$ cat config.mk
export PLATFORM = sky130hd
export DESIGN_NAME = upa_classifier
export DESIGN_NICKNAME = d
export VERILOG_FILES = /design/src/rtl/upa_pkg.sv /design/src/rtl/upa_decode.sv /design/src/rtl/upa_rewrite.sv /design/src/rtl/upa_resp_reg.sv /design/src/rtl/upa_classifier.sv
export SDC_FILE = /design/constraint.sdc
export NUM_CORES = 1
export LEC_CHECK = 0
export BUFFER_PORTS_ARGS = -buffer_cell sky130_fd_sc_hd__buf_4
export CAP_MARGIN = 25
export CORE_MARGIN = 1
export CORE_UTILIZATION = 36
export CTS_BUF_LIST = sky130_fd_sc_hd__clkbuf_16
export CTS_CLUSTER_DIAMETER = 150
export DETAILED_ROUTE_END_ITERATION = 8
export PLACE_DENSITY_LB_ADDON = 0.15
export SYNTH_ARGS = -nofsm -noshare
export SYNTH_HDL_FRONTEND = slang
export SYNTH_SLANG_ARGS = --single-unit
$ cat constraint.sdc
create_clock -name clk -period 1.3 [get_ports clk]
set_clock_uncertainty 0.15 [all_clocks]
set_input_delay 0.13 -clock clk [delete_from_list [all_inputs] [get_ports clk]]
set_output_delay 0.13 -clock clk [all_outputs]
set_load 0.03 [all_outputs]
$ cat src/rtl/upa_pkg.sv
// Package: shared class encoding for the uncached address classifier.
// Assumes: every user imports it before declaring class-typed signals.
package upa_pkg;
    typedef enum logic [1:0] {
        CLS_CACHED  = 2'd0,
        CLS_IO      = 2'd1,
        CLS_REGSPC  = 2'd2
    } upa_class_e;
endpackage

$ cat src/rtl/upa_decode.sv
// Module: upa_decode
// Classifies an address as cached, uncached I/O or register space.
// Within register space it also decides between the zero-data response
// and the unimplemented error. Both are gated off for speculative requests.
// Assumes: register space lies at the top of uncached space (REG_LO > 0).
module upa_decode
    import upa_pkg::*;
#(
    parameter int ADDR_W  = 44,
    parameter int UNC_BIT = 43,
    parameter int REG_LO  = 40,
    parameter logic [REG_LO-1:0] REG_OFS = 40'hFF_FFF0_0188
) (
    input  logic [ADDR_W-1:0] addr,
    input  logic              spec,
    output upa_class_e        cls,
    output logic              zero_hit,
    output logic              fault
);
    localparam int REG_HI = ADDR_W - 1;

    logic in_unc;
    logic in_reg;
    logic ofs_match;

    // Decode the address space from the upper bits.
    always_comb begin
        in_unc    = addr[UNC_BIT];
        in_reg    = in_unc && (&addr[REG_HI:REG_LO]);
        ofs_match = (addr[REG_LO-1:0] == REG_OFS);
    end

    // Select the class and the register-space responses.
    always_comb begin
        if (!in_unc)      cls = CLS_CACHED;
        else if (in_reg)  cls = CLS_REGSPC;
        else              cls = CLS_IO;
        zero_hit = in_reg && ofs_match && !spec;
        fault    = in_reg && !ofs_match && !spec;
    end
endmodule

$ cat src/rtl/upa_rewrite.sv
// Module: upa_rewrite
// Clears a fixed band of address bits for uncached I/O requests and passes
// every other class through unchanged.
// Assumes: STRIP_LO <= STRIP_HI < ADDR_W.
module upa_rewrite
    import upa_pkg::*;
#(
    parameter int ADDR_W   = 44,
    parameter int STRIP_HI = 42,
    parameter int STRIP_LO = 35
) (
    input  logic [ADDR_W-1:0] addr_in,
    input  upa_class_e        cls,
    output logic [ADDR_W-1:0] addr_out
);
    logic [ADDR_W-1:0] keep_mask;

    // Build the keep mask one bit at a time from the strip bounds.
    for (genvar i = 0; i < ADDR_W; i++) begin : g_mask
        if (i >= STRIP_LO && i <= STRIP_HI) begin : g_clr
            assign keep_mask[i] = 1'b0;
        end else begin : g_keep
            assign keep_mask[i] = 1'b1;
        end
    end

    // Apply the mask only to I/O addresses.
    always_comb begin
        addr_out = (cls == CLS_IO) ? (addr_in & keep_mask) : addr_in;
    end
endmodule

$ cat src/rtl/upa_resp_reg.sv
// Module: upa_resp_reg
// Output register stage. It captures the result one cycle after a valid
// request and holds every field at zero after an idle cycle.
// Assumes: all inputs are stable before the clock edge.
module upa_resp_reg #(
    parameter int ADDR_W = 44
) (
    input  logic              clk,
    input  logic              rst_n,
    input  logic              in_valid,
    input  logic [ADDR_W-1:0] in_addr,
    input  logic              in_uncache,
    input  logic              in_rdzero,
    input  logic              in_err,
    output logic              out_valid,
    output logic [ADDR_W-1:0] out_addr,
    output logic              out_uncache,
    output logic              out_rdzero,
    output logic              out_err
);
    // Register the result, or zeros when no request is present.
    always_ff @(posedge clk) begin
        if (!rst_n || !in_valid) begin
            out_valid   <= 1'b0;
            out_addr    <= '0;
            out_uncache <= 1'b0;
            out_rdzero  <= 1'b0;
            out_err     <= 1'b0;
        end else begin
            out_valid   <= 1'b1;
            out_addr    <= in_addr;
            out_uncache <= in_uncache;
            out_rdzero  <= in_rdzero;
            out_err     <= in_err;
        end
    end


    valid_follow_chk: assert property (@(posedge clk) disable iff (!rst_n)
        in_valid |=> out_valid);

    idle_zero_chk: assert property (@(posedge clk) disable iff (!rst_n)
        !in_valid |=> (!out_valid && out_addr == '0 && !out_uncache && !out_rdzero && !out_err));

    resp_excl_chk: assert property (@(posedge clk) disable iff (!rst_n)
        !(out_rdzero && out_err));
endmodule

$ cat src/rtl/upa_classifier.sv
// Module: upa_classifier (top)
// Classifies a request's physical address and registers the rewritten
// address and the response flags.
// Assumes: a synchronous active-low reset and one request per cycle at most.
module upa_classifier
    import upa_pkg::*;
#(
    parameter int ADDR_W   = 44,
    parameter int UNC_BIT  = 43,
    parameter int REG_LO   = 40,
    parameter int STRIP_HI = 42,
    parameter int STRIP_LO = 35,
    parameter logic [REG_LO-1:0] REG_OFS = 40'hFF_FFF0_0188
) (
    input  logic              clk,
    input  logic              rst_n,
    input  logic              req_valid,
    input  logic [ADDR_W-1:0] req_addr,
    input  logic              req_spec,
    output logic              out_valid,
    output logic [ADDR_W-1:0] out_addr,
    output logic              out_uncache,
    output logic              out_rdzero,
    output logic              out_err
);
    upa_class_e        cls;
    logic              zero_hit;
    logic              fault;
    logic [ADDR_W-1:0] new_addr;
    logic              is_io;

    upa_decode #(
        .ADDR_W(ADDR_W), .UNC_BIT(UNC_BIT), .REG_LO(REG_LO), .REG_OFS(REG_OFS)
    ) u_decode (
        .addr(req_addr), .spec(req_spec), .cls(cls),
        .zero_hit(zero_hit), .fault(fault)
    );

    upa_rewrite #(
        .ADDR_W(ADDR_W), .STRIP_HI(STRIP_HI), .STRIP_LO(STRIP_LO)
    ) u_rewrite (
        .addr_in(req_addr), .cls(cls), .addr_out(new_addr)
    );

    // Flag I/O class as uncacheable.
    always_comb is_io = (cls == CLS_IO);

    upa_resp_reg #(.ADDR_W(ADDR_W)) u_resp (
        .clk(clk), .rst_n(rst_n), .in_valid(req_valid),
        .in_addr(new_addr), .in_uncache(is_io),
        .in_rdzero(zero_hit), .in_err(fault),
        .out_valid(out_valid), .out_addr(out_addr),
        .out_uncache(out_uncache), .out_rdzero(out_rdzero), .out_err(out_err)
    );


    cached_pass_chk: assert property (@(posedge clk) disable iff (!rst_n)
        (req_valid && !req_addr[UNC_BIT]) |=>
            (out_addr == $past(req_addr) && !out_uncache && !out_err && !out_rdzero));

    strip_band_chk: assert property (@(posedge clk) disable iff (!rst_n)
        out_uncache |-> (out_addr[STRIP_HI:STRIP_LO] == '0));

    spec_quiet_chk: assert property (@(posedge clk) disable iff (!rst_n)
        (req_valid && req_spec) |=> (!out_err && !out_rdzero));

    regspc_pass_chk: assert property (@(posedge clk) disable iff (!rst_n)
        (req_valid && (&req_addr[ADDR_W-1:REG_LO])) |=>
            (!out_uncache && out_addr == $past(req_addr)));
endmodule

# Word level (Yosys, flattened, before mapping)
# Cells that the tools add are included.
# word_totals
wordCells,23
in_bits,48
romBits,0
mem_count,0
ff_bits,48
latchBits,0
output_inout_bits,48
mem_bits_rw,0
# classes
n_reduce_logical,12
muxes,3
div_mod_pow,0
eq_ne,2
n_shift,0
n_lt_le_gt_ge,0
multipliers,0
add_sub_neg,0
bitwise,0
# ops
operator,count
$eq A40 B40 Y1 const B,1
$logic_and A1 B1 Y1,5
$logic_not A1 Y1,4
$mux W2,2
$reduce_and A4 Y1,1
$eq A2 B1 Y1 const B,1
$reduce_or A2 Y1,1
$logic_or A1 B1 Y1,1
$mux W1,1

# Longest topological paths before layout
# depth
depth_word,6
ltp_mapped,3
ltp_nobuf,3

# Hierarchy
# Synthesis repeated with hierarchy kept, for this count alone.
# unflattened
hier_cells,172
area_unflattened_um2,1839.3
# by_module_without_submodules
module,area_per_inst_um2,cells_each,instances,seq_area_each_um2
upa_resp_reg,1343.8,106,1,960.9
upa_rewrite,336.6,45,1,0.0
upa_decode,145.1,20,1,0.0
upa_classifier,13.8,1,1,0.0

# Worst setup path after synthesis
# Ideal clock, no wire load.
# synth_path
path_type,input-to-reg
start,in req_addr[13]
end,reg u_resp.out_rdzero
setup_slack_ns,-0.044
setup_time_ns,0.061
required_ns,1.089
arrival_ns,1.133
path_stages,3
path_buffers,0
path_cell_list,or4b_4 -> nor4_4 -> and4b_1
# synth_via
elab_chain_len,3
# synth_lines
element,line,text
start: declaration,upa_classifier.sv:18,"input logic [ADDR_W-1:0] req_addr,"
$eq A40 B40 Y1,upa_decode.sv:30,ofs_match = (addr[REG_LO-1:0] == REG_OFS);
$logic_and A1 B1 Y1 (2 in a row),upa_decode.sv:38,zero_hit = in_reg && ofs_match && !spec;
end signal: assignment,upa_resp_reg.sv:33,out_rdzero <= in_rdzero;
end: declaration,upa_resp_reg.sv:18,"output logic out_rdzero,"
# Every way passes these cells.
# A chain may end at the register's enable or synchronous reset.

# Final worst setup path
# layout_path
start,in req_addr[5]
end,reg u_resp.out_rdzero
# The elaborated chain is that of the path after synthesis.

==> run metrics <==
largest net degree at the start of global routing 26; fraction of layout instances using a drive strength above 1 between 40% and 50%; Layout area overhead 94.7%; Syn. warnings 0; Antenna Violating Nets Remaining 0; Starting Density a little under two fifths; GPL Wtd Cong slightly below 0.7; final-report hold violation count 0; Worst Slack Setup Final approximately 70 ps; Worst EP arrival around 1300 ps; Sequential Power Share a little under half; total grt overflow 0; Clk pwr share roughly 36%; worst-margin pin slew 661 ps; Top Ports 96; Crit. End Element flip-flop; Die Footprint 0.00423 mm²; CP Launch Type input pin; syn nets 166; commonest non-fill, non-tap cell in the layout buf_4; TritonCTS Buffers 5; number of synthesized register bits 48; Die Width between 60 and 70 µm; Synth Instances about 120; fin. max-slew vios 0; final setup TNS 0 ps; Sw Share ~23%; max-cap violations 0; CTS sink count 48; first-pass GRT wire length 6710 µm; DRT iter0 DRCs 77; Rel. slew slack 55.6%; Port Buffers 95; kind of critical path in -> reg; TritonRoute pass-1 iters 4; post-DR wirelength/cell roughly 14 µm; pwr dens 1160 mW/mm²; Worst-path clk slew approximately 60 ps; synth unique cells 19; WP data required ~1400 ps; routed vias/inst approximately 4.6; CTS tree built; unrepaired setup endpoints after global routing false; Post-DP Area about 0.0022 mm²; # fillers ~280; vias in the first global route roughly 1400; number of diodes 0; H-Tree Depth 2; detailed-route via count between 1000 and 1500; Final Cycle Share 94.6%; status finished, final reports clean; Worst VDD drop 0.652 mV; total track usage a little over a fifth; minimum clock period 1230 ps; multi-input logic area between 400 and 500 µm²; final setup violation count 0; HP Class in -> reg; net switching power 729 µW; most frequent cells in the layout 96 x buf_4, 48 x dfxtp_1, 42 x dlygate4sd3_1, 35 x and3_1, 10 x and2_1; Leakage 0.00145 µW; Seq/Total Area, Yosys 67.3%; final instance area ~0.0028 mm²; pre-CTS setup slack -206 ps; Reg area just under 0.001 mm²; Core ar. approximately 0.0037 mm²; drc violations 0; clock buffer depth 2; Root Buffer clkbuf_16; post-synthesis instance area roughly 0.0014 mm²; Syn Area/Cell between 10 and 15 µm²; Gate power share between 10% and 20%; DP HPWL approximately 2900 µm; Die Y between 60 and 70 µm; nets 308; initial antenna violation count 0; final WL 4380 µm; maximum clock rate 0.813 GHz; internal power approximately 2500 µW; # rows 22; crit-path max FO 2
## routing by layer
metal	GRT usage (%)	vias to the layer above	wire length, µm
met2	40.6	63	2370
met3	5.99	4	334
met4	7.78	0	32
li1	-	699	-
met5	0	-	0
met1	21.9	655	1650
## repair_timing
item | in CTS | in global routing
gates resized for setup | 0 | 3
hold buffers | 44 | 1
endpoints found under the hold margin | 44 | 1
buffers inserted | 0 | 0
setup endpoints to repair | 0 | 2
## area by class of cell
class | instances | share of cell area (%)
clock buffer | 5 | 4.50
clock inverter | 3 | 0.405
multi-input combinational | 64 | 16.0
sequential | 48 | 34.5
tap | 48 | 2.16
timing repair buffer | 141 | 42.4
## power groups by stage
stage	Combinational [µW]	Clock (µW)	Sequential [µW]
2_1_floorplan	63.6	0	1690
3_3_place_gp	403	0	1570
3_5_place_dp	411	0	1570
4_1_cts	512	1200	1540
5_1_grt	546	1270	1550
6_report	515	1170	1540
## final timing paths
kind / from / endpoint / slack (ps) / cells after the start
hold / removal: req_spec / u_resp.out_err / 20 / 3
setup / recovery: req_addr[5] / u_resp.out_rdzero / 70 / 5
## Yosys cell counts
cell type | number | area share [%]
or4b_4 | 1 | 0.96
dfxtp_1 | 48 | 67
and3_2 | 1 | 0.53
a31oi_1 | 1 | 0.44
and3_1 | 35 | 15
or4_4 | 1 | 0.79
nor4_4 | 1 | 1.5
and2_1 | 10 | 4.4
nand4b_1 | 1 | 0.61
nand3_1 | 1 | 0.35
nor4b_1 | 1 | 0.61
clkbuf_1 | 6 | 1.6
nor2_1 | 1 | 0.26
nand4_1 | 4 | 1.8
and4b_1 | 2 | 1.4
a21boi_0 | 1 | 0.53
or4b_1 | 1 | 0.70
nor4_1 | 1 | 0.44
or3b_1 | 1 | 0.61
## through the flow
stage	std cells	total power (µW)	hold WS (ps)	utilization, %
floorplan	118	1750	102	-
global placement	259	1980	195	59.0
detailed placement	259	1990	198	59.0
CTS	311	3250	3.80	74.4
global route	309	3360	32.3	74.3
finish	309	3230	16.8	74.3
## state kept, by name (all words and copies together), names as in the netlist
name,cells
u_resp.out_addr,44
u_resp.out_err,1
u_resp.out_rdzero,1
u_resp.out_uncache,1
u_resp.out_valid,1
## kinds of logic (layout without fill, tap and decap cells)
logic type | Yosys count | after routing | synth area share, %
DFF | 48 | 48 | 67.3
AOI/OAI and AO/OA | 2 | 2 | 0.964
and+or+nand+nor | 62 | 62 | 30.2
buffers and inverters | 6 | 149 | 1.58
## worst max-delay path: stages
cell           delay, ps
dlygate4sd3_1        540
buf_4                140
nor2_1                80
and4b_1              230
and4b_1              180
Power figures use the tool's default switching activity.
